--- src/rtl/hdlc_rxe_pkg.sv ---
// Package: shared status layout for the HDLC receive error detector.
// Assumes the status bit order below is decoded by the buffer-closing logic.
package hdlc_rxe_pkg;
    localparam int STAT_W    = 4;
    localparam int ST_CD_BIT = 3;
    localparam int ST_AB_BIT = 2;
    localparam int ST_NO_BIT = 1;
    localparam int ST_CR_BIT = 0;

    typedef struct packed {
        logic cd_lost;
        logic aborted;
        logic non_octet;
        logic crc_bad;
    } rx_stat_t;
endpackage

--- src/rtl/hdlc_rxe_ones_run.sv ---
// Module: counts consecutive line ones inside an open frame.
// Raises hit in the cycle that carries the RUN_LIMIT-th one.
// Assumes any line zero, deleted or not, is presented as a line bit.
module hdlc_rxe_ones_run #(
    parameter int RUN_LIMIT = 7
) (
    input  logic clk,
    input  logic rst_n,
    input  logic clr,
    input  logic en,
    input  logic vld,
    input  logic bit_in,
    output logic hit
);
    localparam int CW = $clog2(RUN_LIMIT + 1);

    logic [CW-1:0] run_q;

    // Flags the bit that completes the run.
    always_comb begin
        hit = en && vld && bit_in && (run_q == CW'(RUN_LIMIT - 1));
    end

    // Saturating run length of ones; cleared by a zero or a new frame.
    always_ff @(posedge clk) begin
        if (!rst_n) begin
            run_q <= '0;
        end else if (clr) begin
            run_q <= '0;
        end else if (en && vld) begin
            if (!bit_in)
                run_q <= '0;
            else if (run_q != CW'(RUN_LIMIT))
                run_q <= run_q + 1'b1;
        end
    end
endmodule

--- src/rtl/hdlc_rxe_packer.sv ---
// Module: packs content bits MSB-first into words.
// Writes a full word in the cycle after its last bit. On flush, it writes the
// pending bits, padding a partial octet with a 1 marker and zero fill.
// Assumes WORD_W is a multiple of 8, and that push and flush never coincide.
module hdlc_rxe_packer #(
    parameter int WORD_W = 16
) (
    input  logic              clk,
    input  logic              rst_n,
    input  logic              clr,
    input  logic              push,
    input  logic              bit_in,
    input  logic              flush,
    output logic              non_octet,
    output logic              wr_en,
    output logic [WORD_W-1:0] wr_data
);
    localparam int CW = $clog2(WORD_W + 1);

    logic [WORD_W-1:0] sr_q;
    logic [CW-1:0]     cnt_q;
    logic [2:0]        res;
    logic [3:0]        pad_n;
    logic [WORD_W-1:0] padded;
    logic [WORD_W-1:0] flush_word;

    // Residue and padded final word derived from the pending bits.
    always_comb begin
        res        = cnt_q[2:0];
        non_octet  = (res != 3'd0);
        pad_n      = 4'd8 - {1'b0, res};
        padded     = (sr_q << pad_n) | (WORD_W'(1) << (pad_n - 4'd1));
        flush_word = non_octet ? padded : sr_q;
    end

    // Shift register, fill count and the registered write port.
    always_ff @(posedge clk) begin
        if (!rst_n) begin
            sr_q    <= '0;
            cnt_q   <= '0;
            wr_en   <= 1'b0;
            wr_data <= '0;
        end else begin
            wr_en <= 1'b0;
            if (push) begin
                if (cnt_q == CW'(WORD_W - 1)) begin
                    wr_en   <= 1'b1;
                    wr_data <= {sr_q[WORD_W-2:0], bit_in};
                    sr_q    <= '0;
                    cnt_q   <= '0;
                end else begin
                    sr_q  <= {sr_q[WORD_W-2:0], bit_in};
                    cnt_q <= cnt_q + 1'b1;
                end
            end else if (flush) begin
                if (cnt_q != '0) begin
                    wr_en   <= 1'b1;
                    wr_data <= flush_word;
                end
                sr_q  <= '0;
                cnt_q <= '0;
            end
            if (clr) begin
                sr_q  <= '0;
                cnt_q <= '0;
            end
        end
    end
endmodule

--- src/rtl/hdlc_rxe_classify.sv ---
// Module: turns the close events of a frame into a registered status word and
// one-cycle strobes.
// Priority: carrier loss, then abort, then non-octet, then CRC.
// Assumes at most one of cd_err, ab_err and end_evt is set in a cycle.
module hdlc_rxe_classify
    import hdlc_rxe_pkg::*;
(
    input  logic              clk,
    input  logic              rst_n,
    input  logic              cd_err,
    input  logic              ab_err,
    input  logic              end_evt,
    input  logic              non_octet,
    input  logic              crc_ok,
    input  logic              irq_en,
    output logic [STAT_W-1:0] stat,
    output logic              done,
    output logic              irq,
    output logic              abort_inc,
    output logic              crc_inc,
    output logic              hunt_req
);
    rx_stat_t nxt;
    logic     any_close;
    logic     any_err;

    // Selects the single highest-priority error class for this close.
    always_comb begin
        nxt           = '0;
        nxt.cd_lost   = cd_err;
        nxt.aborted   = ab_err && !cd_err;
        nxt.non_octet = end_evt && !cd_err && !ab_err && non_octet;
        nxt.crc_bad   = end_evt && !cd_err && !ab_err && !non_octet && !crc_ok;
        any_close     = cd_err || ab_err || end_evt;
        any_err       = (nxt != '0);
    end

    // Registers the status word and pulses the strobes for one cycle.
    always_ff @(posedge clk) begin
        if (!rst_n) begin
            stat      <= '0;
            done      <= 1'b0;
            irq       <= 1'b0;
            abort_inc <= 1'b0;
            crc_inc   <= 1'b0;
            hunt_req  <= 1'b0;
        end else begin
            done      <= any_close;
            irq       <= any_err && irq_en;
            abort_inc <= nxt.aborted;
            crc_inc   <= nxt.crc_bad;
            hunt_req  <= any_err;
            if (any_close)
                stat <= nxt;
        end
    end
endmodule

--- src/rtl/hdlc_rx_err_detect.sv ---
// Module: top of the HDLC receive frame error detector.
// Tracks whether a frame is open, derives the close events, and routes them
// to the packer and the classifier.
// Assumes the frame_start and frame_end cycles carry no line bit.
module hdlc_rx_err_detect #(
    parameter int WORD_W    = 16,
    parameter int RUN_LIMIT = 7
) (
    input  logic              clk,
    input  logic              rst_n,
    input  logic              cd_hw_mode,
    input  logic              carrier,
    input  logic              irq_en,
    input  logic              frame_start,
    input  logic              frame_end,
    input  logic              crc_ok,
    input  logic              line_vld,
    input  logic              line_bit,
    input  logic              line_keep,
    output logic              wr_en,
    output logic [WORD_W-1:0] wr_data,
    output logic              done,
    output logic [3:0]        stat,
    output logic              irq,
    output logic              abort_inc,
    output logic              crc_inc,
    output logic              hunt_req
);
    logic active_q;
    logic run_hit;
    logic cd_err;
    logic ab_err;
    logic end_evt;
    logic push;
    logic drop;
    logic non_octet;

    // Close events in priority order, plus the packer controls.
    always_comb begin
        cd_err  = active_q && cd_hw_mode && !carrier;
        ab_err  = active_q && !cd_err && run_hit;
        end_evt = active_q && !cd_err && !ab_err && frame_end;
        push    = active_q && line_vld && line_keep && !cd_err && !ab_err && !frame_end;
        drop    = frame_start || cd_err || ab_err;
    end

    // Frame-open flag: set by frame_start, cleared by any close.
    always_ff @(posedge clk) begin
        if (!rst_n)
            active_q <= 1'b0;
        else if (frame_start)
            active_q <= 1'b1;
        else if (cd_err || ab_err || end_evt)
            active_q <= 1'b0;
    end

    hdlc_rxe_ones_run #(.RUN_LIMIT(RUN_LIMIT)) u_run (
        .clk    (clk),
        .rst_n  (rst_n),
        .clr    (frame_start),
        .en     (active_q && !frame_end),
        .vld    (line_vld),
        .bit_in (line_bit),
        .hit    (run_hit)
    );

    hdlc_rxe_packer #(.WORD_W(WORD_W)) u_pack (
        .clk       (clk),
        .rst_n     (rst_n),
        .clr       (drop),
        .push      (push),
        .bit_in    (line_bit),
        .flush     (end_evt),
        .non_octet (non_octet),
        .wr_en     (wr_en),
        .wr_data   (wr_data)
    );

    hdlc_rxe_classify u_cls (
        .clk       (clk),
        .rst_n     (rst_n),
        .cd_err    (cd_err),
        .ab_err    (ab_err),
        .end_evt   (end_evt),
        .non_octet (non_octet),
        .crc_ok    (crc_ok),
        .irq_en    (irq_en),
        .stat      (stat),
        .done      (done),
        .irq       (irq),
        .abort_inc (abort_inc),
        .crc_inc   (crc_inc),
        .hunt_req  (hunt_req)
    );
endmodule

--- config.mk ---
export PLATFORM = sky130hd
export DESIGN_NAME = hdlc_rx_err_detect
export DESIGN_NICKNAME = d
export VERILOG_FILES = /design/src/rtl/hdlc_rxe_pkg.sv /design/src/rtl/hdlc_rxe_ones_run.sv /design/src/rtl/hdlc_rxe_packer.sv /design/src/rtl/hdlc_rxe_classify.sv /design/src/rtl/hdlc_rx_err_detect.sv
export SDC_FILE = /design/constraint.sdc
export NUM_CORES = 1
export LEC_CHECK = 0
export ABC_AREA = 1
export BUFFER_PORTS_ARGS = -buffer_cell sky130_fd_sc_hd__buf_2
export CAP_MARGIN = 0
export CORE_AREA = 3 3 86 88
export DETAILED_ROUTE_END_ITERATION = 10
export DIE_AREA = 0 0 89 91
export PLACE_DENSITY_LB_ADDON = 0.12
export SYNTH_ARGS = -nofsm -noshare
export SYNTH_HDL_FRONTEND = slang
export SYNTH_SLANG_ARGS = --single-unit
--- constraint.sdc ---
create_clock -name clk -period 5.15 [get_ports clk]
set_input_delay 1.03 -clock clk [delete_from_list [all_inputs] [get_ports clk]]
set_output_delay 1.03 -clock clk [all_outputs]
set_load 0.02 [all_outputs]
Yosys cells after proc, flatten, opt, wreduce, memory -nomap -nowiden:

Cells that the tools add are included.

* $add $sub $neg: 4
* eq/ne operators: 5
* shifts and indexed selects: 2
* mux-type cells: 19
* bitwise logic cells: 2
* reductions and logical operators: 42

Operators with widths (count)
* $mux W16: 8
* $logic_and A1 B1 Y1: 22
* $or A16 B16 Y16: 1
* $shl A1 B4 Y16 const A: 1
* $shl A16 B4 Y16: 1
* $mux W5: 3
* $logic_not A1 Y1: 6
* $mux W1: 6
* $mux W3: 2
* $reduce_bool A2 Y1: 3
* $add A5 B1 Y5 const B: 1
* $eq A5 B4 Y1 const B: 1
* $reduce_bool A5 Y1: 1
* $logic_or A1 B1 Y1: 4
* $ne A2 B1 Y1 const B: 2
* $reduce_bool A4 Y1: 1
* $reduce_or A2 Y1: 2
* $sub A4 B1 Y4 const B: 1
* $sub A4 B3 Y4 const A: 1
* $add A3 B1 Y3 const B: 1
* $eq A3 B3 Y1 const B: 1
* $ne A3 B3 Y1 const B: 1
* $reduce_and A3 Y1: 1
* $reduce_bool A3 Y1: 1
* other kinds (2): 2

* flip-flop bits (word level): 51
* bits of input ports: 11
* output and inout port bits: 26
* logic and storage cells: 86

Depth between registers and ports, before layout:

* depth after elaboration: 15
* gate-level depth with buffers: 14
* mapped depth without buffers: 13

By module:

Synthesis repeated with hierarchy kept, for this count alone.

* cells, all modules: 560
* area total of the unflattened synthesis: 3460.8 µm²

By module, submodules not included
* hdlc_rxe_packer: times used 1, cells each 473, area an instance 2835.2 µm², sequential area each 760.7 µm²
* hdlc_rxe_classify: times used 1, cells each 35, area an instance 307.8 µm², sequential area each 180.2 µm²
* hdlc_rxe_ones_run: times used 1, cells each 32, area an instance 207.7 µm², sequential area each 60.1 µm²
* hdlc_rx_err_detect: times used 1, cells each 20, area an instance 110.1 µm², sequential area each 20.0 µm²

Least setup slack after synthesis:

OpenSTA, ideal clock, no wires.

* kind: reg2reg
* start: register u_pack.cnt_q[0]
* end: register u_pack.wr_data[14]
* setup time: 0.066 ns
* arrival time: 2.058 ns
* required time: 5.084 ns
* setup slack: 3.025 ns
* stages on the path, launching flop included: 14
* path buffers: 3
* period minus slack after synthesis: 2.125 ns
* path through: dfxtp_1 inv_1 buf_2 ha_1 ha_1 inv_1 buf_2 buf_2 nand3_1 nand2_1 nand2_1 nand3_1 nand2_1 a21oi_2

* cells in the longest elaborated chain, start to end: 8
* elaborated cells on any way between the ends: 15
* classes of those cells: add/sub (2); eq/ne (2); shift (2); mux (4); bitwise (1); reduce/logical (4)

Ends and longest elaborated chain
* from (decl): line hdlc_rxe_packer.sv:21 `logic [CW-1:0] cnt_q;`
* from (signal assigned): line hdlc_rxe_packer.sv:53 `cnt_q <= cnt_q + 1'b1;`
* $sub A4 B3 Y4: line hdlc_rxe_packer.sv:31 `pad_n = 4'd8 - {1'b0, res};`
* $sub A4 B1 Y4: line hdlc_rxe_packer.sv:32 `padded = (sr_q << pad_n) | (WORD_W'(1) << (pad_n - 4'd1));`
* $shl A1 B4 Y16: line hdlc_rxe_packer.sv:32
* $or A16 B16 Y16: line hdlc_rxe_packer.sv:32
* $mux W16: line hdlc_rxe_packer.sv:33 `flush_word = non_octet ? padded : sr_q;`
* $mux W16: line hdlc_rxe_packer.sv:56 `if (cnt_q != '0) begin`
* $mux W16: line hdlc_rxe_packer.sv:55 `end else if (flush) begin`
* $mux W16: line hdlc_rxe_packer.sv:45 `if (push) begin`
* to (signal assigned): line hdlc_rxe_packer.sv:48 `wr_data <= {sr_q[WORD_W-2:0], bit_in};`
* to (signal assigned): line hdlc_rxe_packer.sv:58 `wr_data <= flush_word;`
* to (decl): line hdlc_rxe_packer.sv:16 `output logic [WORD_W-1:0] wr_data`

Parallel ways exist; a longest one is shown, timed or not. The select of a mux whose other input is x is not followed.
A chain may end at the register's enable or synchronous reset.

Worst setup path after layout:

* start: register u_pack.cnt_q[0]
* end: register u_pack.wr_data[12]

The elaborated chain is that of the path after synthesis.

==> flow_summary.ini <==
[yosys]
ys_ff_latch = 51
synth-edff-count = 0
synth-async-reset-ratio_pct = 0
yosysSeqAreaShare_pct = 30.87
synthTopCellsByArea = dfxtp_1, nand2_1, nand3_1
yosys.area.top_type = dfxtp_1
synth.avg_cell_area_sq_um = 6.147
synthDistinctLibCells = 28
synth_common_cells = nand2_1, nand3_1, nor2_1
syn_nets = 559
synth.most_common_cell = nand2_1
netlist_area_sq_um = 3307
synthCells = 538
yosysWarnings = 0
ys.flop_type = dfxtp_1
synth_top_area_share_pct = 30.87

[finish]
final_nets = 579
n_antenna_cell = 0
n_fill_cell = 707
area_growth_pct = 8.400
post-route-util_pct = 53.35
drive_gt1_share_pct = 11.63

[cts]
cts.repair.resized = 0
cts_hold_buffers = 0
post_cts_buffers = 0
cts_root_buffer = clkbuf_8
clkSinkCount = 51
worstSkewPairLatency_ps = 310
clkTransAtPathRegs_ps = 100
htreeDepth = 2
cts_made_buffers = 5
cts_tree = yes
cts_buffer_depth = 2

[timing]
finalCritPeriodShare_pct = 56.36
period_needed_ps = 2903
maxSlewHeadroom_pct = 56.83
hold_viol = 0
rsz0062_at_grt = no
setup_violations = 0
slew_viol_final = 0
worst_pin_slew_ps = 647.5
max_clock_freq_mhz = 344.5
setup_tns_ps = 0
fin_skew_ps = 8.342

[die]
pin_count = 37
rows = 30
die_w_um = 89
initial_core_util_pct = 49.22
core_area_sq_um = 6719
dieHeight_um = 91
dieArea_sq_um = 8099

[worst_setup_path]
cp_num_buf_inv = 3
crit_type = reg2reg
path_common_cell = nand2_1
start_kind = register
path_max_fanout = 24
cp-end-kind = register
cp.arrival_ps = 3110
crit_slowest_cell = inv_1
cp_cell_sequence = inv_1 -> buf_4 -> ha_1 -> ha_1 -> inv_1 -> nand2_1 -> nand3_1 -> nand2_1 -> a21oi_1 -> nand3_1 -> nand2_1 -> a21oi_2
cp_slowest_stage_delay_ps = 540
cp_top_family = buffers and inverters
cp.depth = 12
crit_required_ps = 5350
rr_worst_depth = 12

[place]
place_congestion = 0.9453
dp_hpwl_mm = 6.989
io_buffers = 36

[status]
status = complete, no violations

[worst_hold_path]
holdCritPathClass = reg2reg
whs_path_depth = 2

[route]
via_per_inst = 5.396
routedWlPerCell_um = 14.54
drc = 0
ant_nets = 0
routed_wl_mm = 9.290
num_vias = 3448
drtIter0Drc = 252
firstDrtPassIters = 5

[power]
p_leak_nw = 1.596
peakVddDrop_mv = 0.1436
powerDensity_nw_per_um2 = 217.1

[global_route]
antenna_found_initial = 0
grt_max_degree = 33
gr-total-overflow = 0
grt.total_usage_pct = 24.11
grt_pass1_vias = 3233
grt_first_pass_wirelength_mm = 15.67

[run]
drv_cap = 0
state kept, by name, summed over array words and instances (netlist names):
register         flops
u_pack.wr_en         1
active_q             1
u_cls.done           1
u_cls.stat           4
u_pack.sr_q         16
u_cls.crc_inc        1
u_pack.cnt_q         5
u_pack.wr_data      16
u_run.run_q          3
u_cls.irq            1
u_cls.hunt_req       1
u_cls.abort_inc      1
layout make-up:
cell class | instances | area [sq um] | share of cell area [%]
Clock inverter | 3 | 67.56 | 1.885
Sequential cell | 51 | 1021 | 28.48
Clock buffer | 5 | 68.82 | 1.920
Timing Repair Buffer | 38 | 195.2 | 5.445
Multi-Input combinational cell | 406 | 1917 | 53.47
Tap cell | 80 | 100.1 | 2.792
Inverter | 56 | 215.2 | 6.003
metal layers:
| metal | GRT usage (%) | wire [um] | vias to the layer above |
|---|---|---|---|
| met2 | 39.48 | 4616 | 87 |
| met3 | 3.358 | 353 | 22 |
| li1 | - | - | 1778 |
| met1 | 32.50 | 4077 | 1561 |
| met5 | 0 | 0 | - |
| met4 | 7.320 | 242 | 0 |
cells in the final DEF (no fill, tap or decap), types with 5 or more instances in the layout:
| cell | synthesis | final |
|---|---|---|
| nand2_1 | 149 | 149 |
| ha_1 | 10 | 10 |
| clkbuf_8 | 0 | 5 |
| inv_1 | 51 | 51 |
| nand3_1 | 76 | 76 |
| nor2_1 | 58 | 58 |
| o21ai_0 | 30 | 30 |
| o21ai_1 | 8 | 8 |
| a21oi_1 | 51 | 51 |
| dfxtp_1 | 51 | 51 |
| buf_2 | 9 | 36 |
path summary, 6_finish.rpt:
kind                                 startpoint            endpoint  slack (ps)
worst max-delay path            u_pack.cnt_q[0]  u_pack.wr_data[12]        2250
worst min register to register    u_cls.stat[3]       u_cls.stat[3]         460
worst max register to register  u_pack.cnt_q[0]  u_pack.wr_data[12]        2250
worst min-delay path              u_cls.stat[3]       u_cls.stat[3]         460
kinds of logic (layout without fill, tap and decap cells):
kind of cell               count (synthesis)  count (layout)  synth area share [%]
and+or+nand+nor                          300             300                 38.82
AOI/OAI and AO/OA                         95              95                 15.10
buffers and inverters                     81             102                 11.16
DFF                                       51              51                 30.87
adders and majority gates                 10              10                 3.784
xor gates and xnor gates                   1               1                0.2649
stage by stage:
stage	setup slack, ps	cell area (sq um)	total power [W]	hold WS (ps)	std cells
floorplan	3025	3307	0.0004414	432.8	538
finish	2247	3585	0.0007782	464.7	639
CTS	2256	3585	0.0007823	466.4	639
global route	1937	3585	0.0008071	485.2	639
detailed placement	2289	3448	0.0004550	452.8	631
global placement	2321	3448	0.0004546	446.8	631
report_power, final:
part	leakage [nW]	switching [W]	internal, W
logic	1.12	0.0000345	0.0000132
registers	0.411	0.00000148	0.000397
clock network	0.0644	0.000139	0.000194
worst min-delay path: cells and delay by family (launching register included):
kind	cells	cell delay (ps)
compound gates	1	50
flops	1	320
simple gates	1	60
Power figures use the tool's default switching activity.
